--- src/rtl/uart_chan_pkg.sv ---
// Shared types for the serial channel.
package uart_chan_pkg;

    // Receiver sequencing states.
    typedef enum logic [2:0] {
        RX_IDLE,
        RX_START,
        RX_DATA,
        RX_PAR,
        RX_STOP,
        RX_WAIT_HI
    } rx_state_t;

endpackage

--- src/rtl/uart_chan_tx.sv ---
// Transmit half: a holding register feeding a frame shifter.
// Assumes: div is stable while a character is on the line;
// a write while the holding register is full is dropped.
module uart_chan_tx #(
    parameter int DIV_W  = 15,
    parameter int DATA_W = 8
) (
    input  logic              clk,
    input  logic              rst_n,
    input  logic              clr,
    input  logic [DIV_W-1:0]  div,
    input  logic              tx_en,
    input  logic              brk,
    input  logic              par_en,
    input  logic              par_even,
    input  logic              wr_stb,
    input  logic [DATA_W-1:0] wr_data,
    output logic              ser,
    output logic              tx_rdy,
    output logic              tx_empty
);
    localparam int FRAME_W = DATA_W + 3;
    localparam int CNT_W   = $clog2(FRAME_W + 1);

    logic [DATA_W-1:0]  thr;
    logic               thr_full;
    logic               busy;
    logic [FRAME_W-1:0] frame;
    logic [CNT_W-1:0]   bits_left;
    logic [DIV_W-1:0]   bcnt;
    logic               start_go;
    logic               par_bit;

    // Launch condition and parity of the pending character.
    always_comb begin
        start_go = !busy && thr_full && tx_en && !brk;
        par_bit  = par_even ? ^thr : ~^thr;
    end

    // Holding register, frame load and bit timing.
    always_ff @(posedge clk) begin
        if (!rst_n || clr) begin
            thr       <= '0;
            thr_full  <= 1'b0;
            busy      <= 1'b0;
            frame     <= '1;
            bits_left <= '0;
            bcnt      <= '0;
        end else begin
            if (wr_stb && !thr_full) begin
                thr      <= wr_data;
                thr_full <= 1'b1;
            end
            if (start_go) begin
                thr_full  <= 1'b0;
                busy      <= 1'b1;
                frame     <= {1'b1, (par_en ? par_bit : 1'b1), thr, 1'b0};
                bits_left <= par_en ? CNT_W'(FRAME_W) : CNT_W'(FRAME_W - 1);
                bcnt      <= div;
            end else if (busy) begin
                if (bcnt == '0) begin
                    bcnt      <= div;
                    frame     <= {1'b1, frame[FRAME_W-1:1]};
                    bits_left <= bits_left - 1'b1;
                    if (bits_left == CNT_W'(1)) begin
                        busy <= 1'b0;
                    end
                end else begin
                    bcnt <= bcnt - 1'b1;
                end
            end
        end
    end

    // Serial level and status.
    always_comb begin
        ser      = busy ? frame[0] : 1'b1;
        tx_rdy   = !thr_full;
        tx_empty = !thr_full && !busy;
    end
endmodule

--- src/rtl/uart_chan_rx.sv ---
// Receive half: start detection, mid-bit sampling and a one-character holding register.
// Assumes: line is already synchronised to clk; parity is consumed without being checked.
module uart_chan_rx
    import uart_chan_pkg::*;
#(
    parameter int DIV_W  = 15,
    parameter int DATA_W = 8
) (
    input  logic              clk,
    input  logic              rst_n,
    input  logic              clr,
    input  logic [DIV_W-1:0]  div,
    input  logic              rx_en,
    input  logic              par_en,
    input  logic              line,
    input  logic              rd_stb,
    output logic [DATA_W-1:0] rx_data,
    output logic              rx_rdy,
    output logic              rx_ovr,
    output logic              frm_err
);
    localparam int IDX_W = $clog2(DATA_W);

    rx_state_t          st;
    logic [DIV_W-1:0]   cnt;
    logic [IDX_W-1:0]   idx;
    logic [DATA_W-1:0]  sh;
    logic               done;

    // A character ends at the middle of its stop bit.
    always_comb done = rx_en && (st == RX_STOP) && (cnt == '0);

    // Bit sequencing.
    always_ff @(posedge clk) begin
        if (!rst_n || clr) begin
            st  <= RX_IDLE;
            cnt <= '0;
            idx <= '0;
            sh  <= '0;
        end else if (!rx_en) begin
            st <= RX_IDLE;
        end else begin
            case (st)
                RX_IDLE: begin
                    if (!line) begin
                        cnt <= div >> 1;
                        st  <= RX_START;
                    end
                end
                RX_START: begin
                    if (cnt == '0) begin
                        if (line) begin
                            st <= RX_IDLE;
                        end else begin
                            cnt <= div;
                            idx <= '0;
                            st  <= RX_DATA;
                        end
                    end else begin
                        cnt <= cnt - 1'b1;
                    end
                end
                RX_DATA: begin
                    if (cnt == '0) begin
                        sh  <= {line, sh[DATA_W-1:1]};
                        cnt <= div;
                        if (idx == IDX_W'(DATA_W - 1)) begin
                            st <= par_en ? RX_PAR : RX_STOP;
                        end else begin
                            idx <= idx + 1'b1;
                        end
                    end else begin
                        cnt <= cnt - 1'b1;
                    end
                end
                RX_PAR: begin
                    if (cnt == '0) begin
                        cnt <= div;
                        st  <= RX_STOP;
                    end else begin
                        cnt <= cnt - 1'b1;
                    end
                end
                RX_STOP: begin
                    if (cnt == '0) begin
                        st <= line ? RX_IDLE : RX_WAIT_HI;
                    end else begin
                        cnt <= cnt - 1'b1;
                    end
                end
                RX_WAIT_HI: begin
                    if (line) begin
                        st <= RX_IDLE;
                    end
                end
                default: st <= RX_IDLE;
            endcase
        end
    end

    // Holding register and flags.
    always_ff @(posedge clk) begin
        if (!rst_n || clr) begin
            rx_data <= '0;
            rx_rdy  <= 1'b0;
            rx_ovr  <= 1'b0;
            frm_err <= 1'b0;
        end else if (done) begin
            rx_data <= sh;
            frm_err <= !line;
            rx_rdy  <= 1'b1;
            rx_ovr  <= (rx_ovr || rx_rdy) && !rd_stb;
        end else if (rd_stb) begin
            rx_rdy <= 1'b0;
            rx_ovr <= 1'b0;
        end
    end
endmodule

--- src/rtl/uart_dual_div_chan.sv ---
// Channel top: splits the baud word, muxes break and loopback,
// synchronises rxd and registers txd and RTS.
// Assumes: rxd is asynchronous; controls are synchronous to clk.
module uart_dual_div_chan #(
    parameter int DIV_W      = 15,
    parameter int DATA_W     = 8,
    parameter int RX_DIV_LSB = 16,
    parameter int BAUD_W     = 32
) (
    input  logic              clk,
    input  logic              rst_n,
    input  logic              sw_clr,
    input  logic [BAUD_W-1:0] baud_cfg,
    input  logic              par_en,
    input  logic              par_even,
    input  logic              tx_en,
    input  logic              rx_en,
    input  logic              tx_break,
    input  logic              rts_req,
    input  logic              loopback,
    input  logic              wr_stb,
    input  logic [DATA_W-1:0] wr_data,
    input  logic              rd_stb,
    output logic [DATA_W-1:0] rd_data,
    output logic              rx_rdy,
    output logic              tx_rdy,
    output logic              tx_empty,
    output logic              rx_ovr,
    output logic              frm_err,
    output logic              txd,
    input  logic              rxd,
    output logic              rts_out
);
    logic [DIV_W-1:0] tx_div;
    logic [DIV_W-1:0] rx_div;
    logic             cfg_unused;
    logic             tx_ser;
    logic             line_int;
    logic             rx_src;
    logic [1:0]       rx_sync;

    // Divisor fields and the internal line level.
    always_comb begin
        tx_div     = baud_cfg[DIV_W-1:0];
        rx_div     = baud_cfg[RX_DIV_LSB +: DIV_W];
        cfg_unused = ^{baud_cfg[BAUD_W-1], baud_cfg[RX_DIV_LSB-1:DIV_W]};
        line_int   = tx_break ? 1'b0 : tx_ser;
        rx_src     = loopback ? line_int : rxd;
    end

    // Output registers and the two-stage input synchroniser.
    always_ff @(posedge clk) begin
        if (!rst_n || sw_clr) begin
            txd     <= 1'b1;
            rx_sync <= 2'b11;
            rts_out <= 1'b0;
        end else begin
            txd     <= loopback ? 1'b1 : line_int;
            rx_sync <= {rx_sync[0], rx_src};
            rts_out <= rts_req;
        end
    end

    uart_chan_tx #(.DIV_W(DIV_W), .DATA_W(DATA_W)) u_tx (
        .clk      (clk),
        .rst_n    (rst_n),
        .clr      (sw_clr),
        .div      (tx_div),
        .tx_en    (tx_en),
        .brk      (tx_break),
        .par_en   (par_en),
        .par_even (par_even),
        .wr_stb   (wr_stb),
        .wr_data  (wr_data),
        .ser      (tx_ser),
        .tx_rdy   (tx_rdy),
        .tx_empty (tx_empty)
    );

    uart_chan_rx #(.DIV_W(DIV_W), .DATA_W(DATA_W)) u_rx (
        .clk     (clk),
        .rst_n   (rst_n),
        .clr     (sw_clr),
        .div     (rx_div),
        .rx_en   (rx_en),
        .par_en  (par_en),
        .line    (rx_sync[1]),
        .rd_stb  (rd_stb),
        .rx_data (rd_data),
        .rx_rdy  (rx_rdy),
        .rx_ovr  (rx_ovr),
        .frm_err (frm_err)
    );
endmodule

--- config.mk ---
export PLATFORM = sky130hd
export DESIGN_NAME = uart_dual_div_chan
export DESIGN_NICKNAME = d
export VERILOG_FILES = /design/src/rtl/uart_chan_pkg.sv /design/src/rtl/uart_chan_tx.sv /design/src/rtl/uart_chan_rx.sv /design/src/rtl/uart_dual_div_chan.sv
export SDC_FILE = /design/constraint.sdc
export NUM_CORES = 1
export LEC_CHECK = 0
export BUFFER_PORTS_ARGS = -buffer_cell sky130_fd_sc_hd__buf_2
export CAP_MARGIN = 20
export CORE_UTILIZATION = 52
export DETAILED_ROUTE_END_ITERATION = 10
export PLACE_DENSITY_LB_ADDON = 0.08
export SKIP_CTS_REPAIR_TIMING = 1
export SYNTH_ARGS = -nofsm -noshare
export SYNTH_HDL_FRONTEND = slang
export SYNTH_SLANG_ARGS = --single-unit
--- constraint.sdc ---
create_clock -name clk -period 2 [get_ports clk]
set_clock_uncertainty 0.2 [all_clocks]
set_input_delay 0.3 -clock clk [delete_from_list [all_inputs] [get_ports clk]]
set_output_delay 0.3 -clock clk [all_outputs]
set_load 0.02 [all_outputs]
# --- After elaboration in Yosys (flattened, before gate mapping) ---
# Cells that the tools add are included.
# Widths: inputs -> output; s select.
totals:
  out_inout_bits: 15
  reg_bits: 83
  word_cells: 119
  inputBits: 53
op_classes:
  addsub: 4
  reduce_logical: 35
  muxes: 44
  eq_ne: 18
  bitwise: 1
op_table:
  columns: ["op", "n"]
  rows:
  - ["$mux 15", 8]
  - ["$pmux 15 s4", 1]
  - ["$mux 3", 13]
  - ["$logic_not 15->1", 2]
  - ["$mux 10", 3]
  - ["$sub 15x1->15 const B", 2]
  - ["$pmux 3 s6", 1]
  - ["$mux 1", 13]
  - ["$mux 4", 3]
  - ["$ne 2x2->1 const B", 6]
  - ["$eq 3x3->1 const B", 3]
  - ["$logic_and 1x1->1", 8]
  - ["$ne 2x1->1 const B", 4]
  - ["$reduce_bool 2->1", 4]
  - ["$reduce_or 2->1", 4]
  - ["$reduce_xnor 8->1", 1]
  - ["$reduce_xor 8->1", 1]
  - ["$reduce_and 7->1", 1]
  - ["$eq 3x2->1 const B", 2]
  - ["$logic_not 1->1", 6]
  - ["$pmux 3 s2", 1]
  - ["$reduce_and 6->1", 1]
  - ["$reduce_and 5->1", 1]
  - ["$eq 4x1->1 const B", 1]
  - ["other kinds (11)", 12]

# --- Logic depth before layout (Yosys ltp) ---
depth:
  ltp_word: 6
  depth_mapped: 9
  ltp_nobuf: 7

# --- By module ---
# From an unflattened synthesis, not the netlist that was laid out.
hier_totals:
  cells_unflattened: 567
  hier_area_um2: 4725.8
by_module_without_submodules:
  columns: ["module", "area_each_um2", "instances", "cells_each", "seq_area_each_um2"]
  rows:
  - ["uart_chan_rx", 2484.9, 1, 302, 800.8]
  - ["uart_chan_tx", 2105.8, 1, 253, 780.7]
  - ["uart_dual_div_chan", 135.1, 1, 12, 80.1]

# --- Worst setup path after synthesis ---
# OpenSTA, ideal clock, no wires.
synth_timing:
  path_type: "register -> register"
  startpoint: "register u_tx.bcnt[0]"
  endpoint: "register u_tx.bcnt[7]"
  slack_ns: -0.150
  path_stages_with_launch: 9
  setup_ns: 0.128
  path_buffers: 1
  period_less_slack_ns: 2.150
  required_ns: 1.672
  arrival_time_ns: 1.822
  path_cell_list: "dfxtp_1 inv_1 ha_1 nor4b_1 and4_1 buf_4 mux2_2 a221oi_1 nor2_1"
synth_between:
  elab_chain_len: 4
  elab_cells_between_ends: 5
  classes_between: "add/sub (1); mux (3); reduce/logical (1)"
synth_lines:
  columns: ["item", "line_no", "rtl"]
  rows:
  - ["start, declared", "uart_chan_tx.sv:30", "logic [DIV_W-1:0] bcnt;"]
  - ["start signal, assigned", "uart_chan_tx.sv:59", "bcnt <= div;"]
  - ["start signal, assigned", "uart_chan_tx.sv:62", "bcnt <= div;"]
  - ["start signal, assigned", "uart_chan_tx.sv:69", "bcnt <= bcnt - 1'b1;"]
  - ["$sub 15x1->15 / $logic_not 15->1 (equally long branches)", "uart_chan_tx.sv:69, uart_chan_tx.sv:61", null]
  - ["$mux 15 *", "uart_chan_tx.sv:61", "if (bcnt == '0) begin"]
  - ["$mux 15 *", "uart_chan_tx.sv:60", "end else if (busy) begin"]
  - ["$mux 15 *", "uart_chan_tx.sv:54", "if (start_go) begin"]
# Mark *: on every way between the ends. The rest lies on a longest branch, timed or not. The select of a mux whose other input is x is not followed.
# A chain may end at the register's enable or synchronous reset.

# --- Final worst setup path ---
layout_timing:
  startpoint: "register u_rx.cnt[3]"
  endpoint: "register u_rx.st[1]"
layout_between:
  elab_chain_len: 3
  elab_cells_between_ends: 6
  classes_between: "eq/ne (4); reduce/logical (2)"
layout_lines:
  columns: ["item", "line_no", "rtl"]
  rows:
  - ["start, declared", "uart_chan_rx.sv:25", "logic [DIV_W-1:0] cnt;"]
  - ["start signal, assigned", "uart_chan_rx.sv:46", "cnt <= div >> 1;"]
  - ["start signal, assigned", "uart_chan_rx.sv:55", "cnt <= div;"]
  - ["start signal, assigned", "uart_chan_rx.sv:60", "cnt <= cnt - 1'b1;"]
  - ["$logic_not 15->1 *", null, null]
  - ["$ne 2x2->1 (no line) / $ne 2x1->1 (equally long branches)", null, null]
  - ["$reduce_and 7->1 (no line) *", null, null]
  - ["end signal, assigned", "uart_chan_rx.sv:68", "st <= par_en ? RX_PAR : RX_STOP;"]
  - ["end signal, assigned", "uart_chan_rx.sv:86", "st <= line ? RX_IDLE : RX_WAIT_HI;"]
  - ["end, declared", "uart_chan_rx.sv:24", "rx_state_t st;"]
# Mark *: on every way between the ends. The rest lies on a longest branch, timed or not.

==> flow_summary_export.csv <==
group,metric,value,unit
outcome,status,"finished with violations",
outcome,violations,"negative hold slack, negative setup slack",
synthesis,synthCells,571,
clock_network,cts_buffer_depth,2,
synthesis,synth_edf_count,0,
floorplan,die_height,96.4,um
setup_path,crit_required,2.05,ns
drt,remaining_drc_errors,0,
floorplan,die_x,96.4,um
synthesis,yosysTopAreaCell,"dfxtp_1",
global_route,grt_pass1_wl,20900,um
synthesis,syn_area,4630,um^2
finish,final_net_count,792,
synthesis,yosysTopAreaCellShare,35.9,%
global_route,gr-total-overflow,0,
drt,totalWireLength,13900,um
synthesis,synthFlopType,"dfxtp_1",
finish,fill_cells,613,
drt,vias,5119,
timing,rsz0062_at_grt,"yes",
pwr,p_leak,2.85,nW
floorplan,initial_core_util,53.4,%
drt,via_per_inst,6.07,
timing,holdWs,-0.0155,ns
timing,period_needed,2.18,ns
finish,final_core_util,75.6,%
timing,slew_viol_final,0,
timing,slew_headroom,70.2,%
pwr,power.density,520,nW/um^2
synthesis,syn_area_per_cell,8.12,um^2
place,dpl.cell_count,806,
global_route,grt_pass1_vias,4496,
timing,setup_viol,30,
clock_network,clockRootBuffer,"clkbuf_8",
floorplan,die_area,9290,um^2
setup_path,cp_max_fo,7,
finish,instances_no_fill,844,
timing,fin_crit_sh,109,%
synthesis,yosysMostFrequentCell,"dfxtp_1",
synthesis,syn_nets,632,
place,hpwl,9410,um
setup_path,r2r_setup_slack,-0.18,ns
finish,diodes,0,
floorplan,pin_count,68,
floorplan,num_rows,34,
clock_network,clkSinkCount,83,
clock_network,cts_tree,"yes",
synthesis,async_flop_share,0,%
global_route,grt_usage,28.8,%
clock_network,cts.clk_slew.worst_paths,0.10,ns
clock_network,clock_latency,0.36,ns
finish,syn_to_final_growth,41.5,%
synthesis,synth_area_leaders,"dfxtp_1 (36%), mux2i_1 (6.5%), nor2_1 (5.8%)",
clock_network,numCtsBuffers,9,
timing,final_hold_viol_count,2,
place,place.port_buffers,65,
drt,drtIter0Drc,229,
timing,finalWorstSetupSlack,-0.183,ns
global_route,grt_max_degree,32,
global_route,grt_antenna_before_repair,0,
run,drv_cap,0,
timing,fmax,458,MHz
setup_path,cp-start-kind,"register",
drt,wl_per_cell,16.5,um
timing,tightest_slew,0.446,ns
synthesis,synth_cell_types,75,
synthesis,synth-seq-area-share,35.9,%
drt,firstDrtPassIters,6,
drt,ant_nets,0,
finish,drive_above_1_share,39.1,%
setup_path,arrival,2.23,ns
pwr,vdd_drop_max,0.410,mV
setup_path,end_kind,"register",
synthesis,synth.top_cells.by_count,"dfxtp_1 (83), nor2_1 (71), nand2_1 (62)",
floorplan,core-area,8680,um^2
synthesis,synth-seq-cells,83,
place,place_congestion,0.928,
setup_path,critPathKind,"register to register",
worst_hold_path,hp-class,"primary input to register",
synthesis,ys_warn_count,0,
clock_network,htree_levels,3,
[critical path, stage by stage, from the launching register on]
cell and delay, ns:
dfxtp_4 0.38, nor4_4 0.41, nand4_4 0.25, buf_6 0.20
o21ai_2 0.11, a211o_1 0.20, mux2_4 0.31
[area by class of cell]
type | instances | area (um^2) | area share (%)
multi-input combinational | 437 | 3180 | 48.5
sequential | 83 | 1670 | 25.5
timing repair buffer | 184 | 1330 | 20.3
tap | 108 | 135 | 2.06
clock buffer | 10 | 128 | 1.95
inverter | 16 | 60.1 | 0.916
clock inverter | 6 | 50.0 | 0.763
[placed cells by master, fill, tap and decap left out, types with 8 or more instances in the layout]
master          n
buf_4          85
inv_1          12
nand3_1        16
buf_6          20
o21ai_0        17
clkbuf_8        9
o22ai_1         8
nand2_1        56
dlygate4sd3_1  12
buf_2          66
dfxtp_1        76
nor2_1         67
a31oi_1        16
xnor2_1        11
mux2i_1        30
a21oi_1        25
a21oi_2        11
[where the power goes]
part	leakage (nW)	internal (mW)	switching, mW	total [mW]
registers	0.674	1.67	0.0138	1.68
clock network	0.0835	0.466	0.685	1.15
logic	2.09	0.284	0.297	0.581
[sequential cells by signal, summed over array words and instances (netlist names), 2 cells and up]
register / flops
u_rx.idx: 3
u_tx.bcnt: 15
u_tx.thr: 8
rx_sync: 2
u_tx.bits_left: 4
u_tx.frame: 10
u_rx.cnt: 15
u_rx.sh: 8
u_rx.rx_data: 8
u_rx.st: 3
[metal layers]
layer / global-route usage (%) / routed length (um) / up-vias
met5: 0 / 0 / -
met2: 45.7 / 6540 / 238
met4: 10.3 / 390 / 0
met1: 38.3 / 5980 / 2423
li1: - / - / 2420
met3: 6.49 / 991 / 38
[path summary, 6_finish.rpt]
path | from | to | depth (start not counted)
min reg2reg | rx_sync[0] | rx_sync[1] | 1
max | u_rx.cnt[3] | u_rx.st[1] | 6
max reg2reg | u_rx.cnt[3] | u_rx.st[1] | 6
min | wr_data[1] | u_tx.thr[1] | 3
[cell families (layout without fill, tap and decap cells)]
kind of cell               Yosys count  count (layout)  synth area share, %
AOI/OAI and AO/OA                  148             148                 21.2
xor gates and xnor gates            13              13                 2.46
adders and majority gates            8               8                 2.16
buffers and inverters               51             216                 4.54
DFF                                 83              83                 35.9
muxes                               33              33                 7.21
and+or+nand+nor                    235             235                 26.6
[through the flow]
| step | power [mW] | setup TNS (ns) | setup slack, ns | hold slack (ns) | instance area [um^2] |
|---|---|---|---|---|---|
| 6_report | 3.41 | -1.84 | -0.183 | -0.0155 | 6560 |
| 3_5_place_dp | 2.19 | -4.29 | -0.153 | 0.208 | 5750 |
| 5_1_grt | 3.55 | -5.82 | -0.271 | -0.00680 | 6560 |
| 4_1_cts | 3.32 | -5.84 | -0.262 | -0.113 | 5920 |
| 3_3_place_gp | 2.18 | -2.37 | -0.116 | 0.207 | 5750 |
| 2_1_floorplan | 2.00 | -0.0591 | -0.0307 | 0.179 | 4700 |
Note: power is estimated with default switching activity, not from simulation.
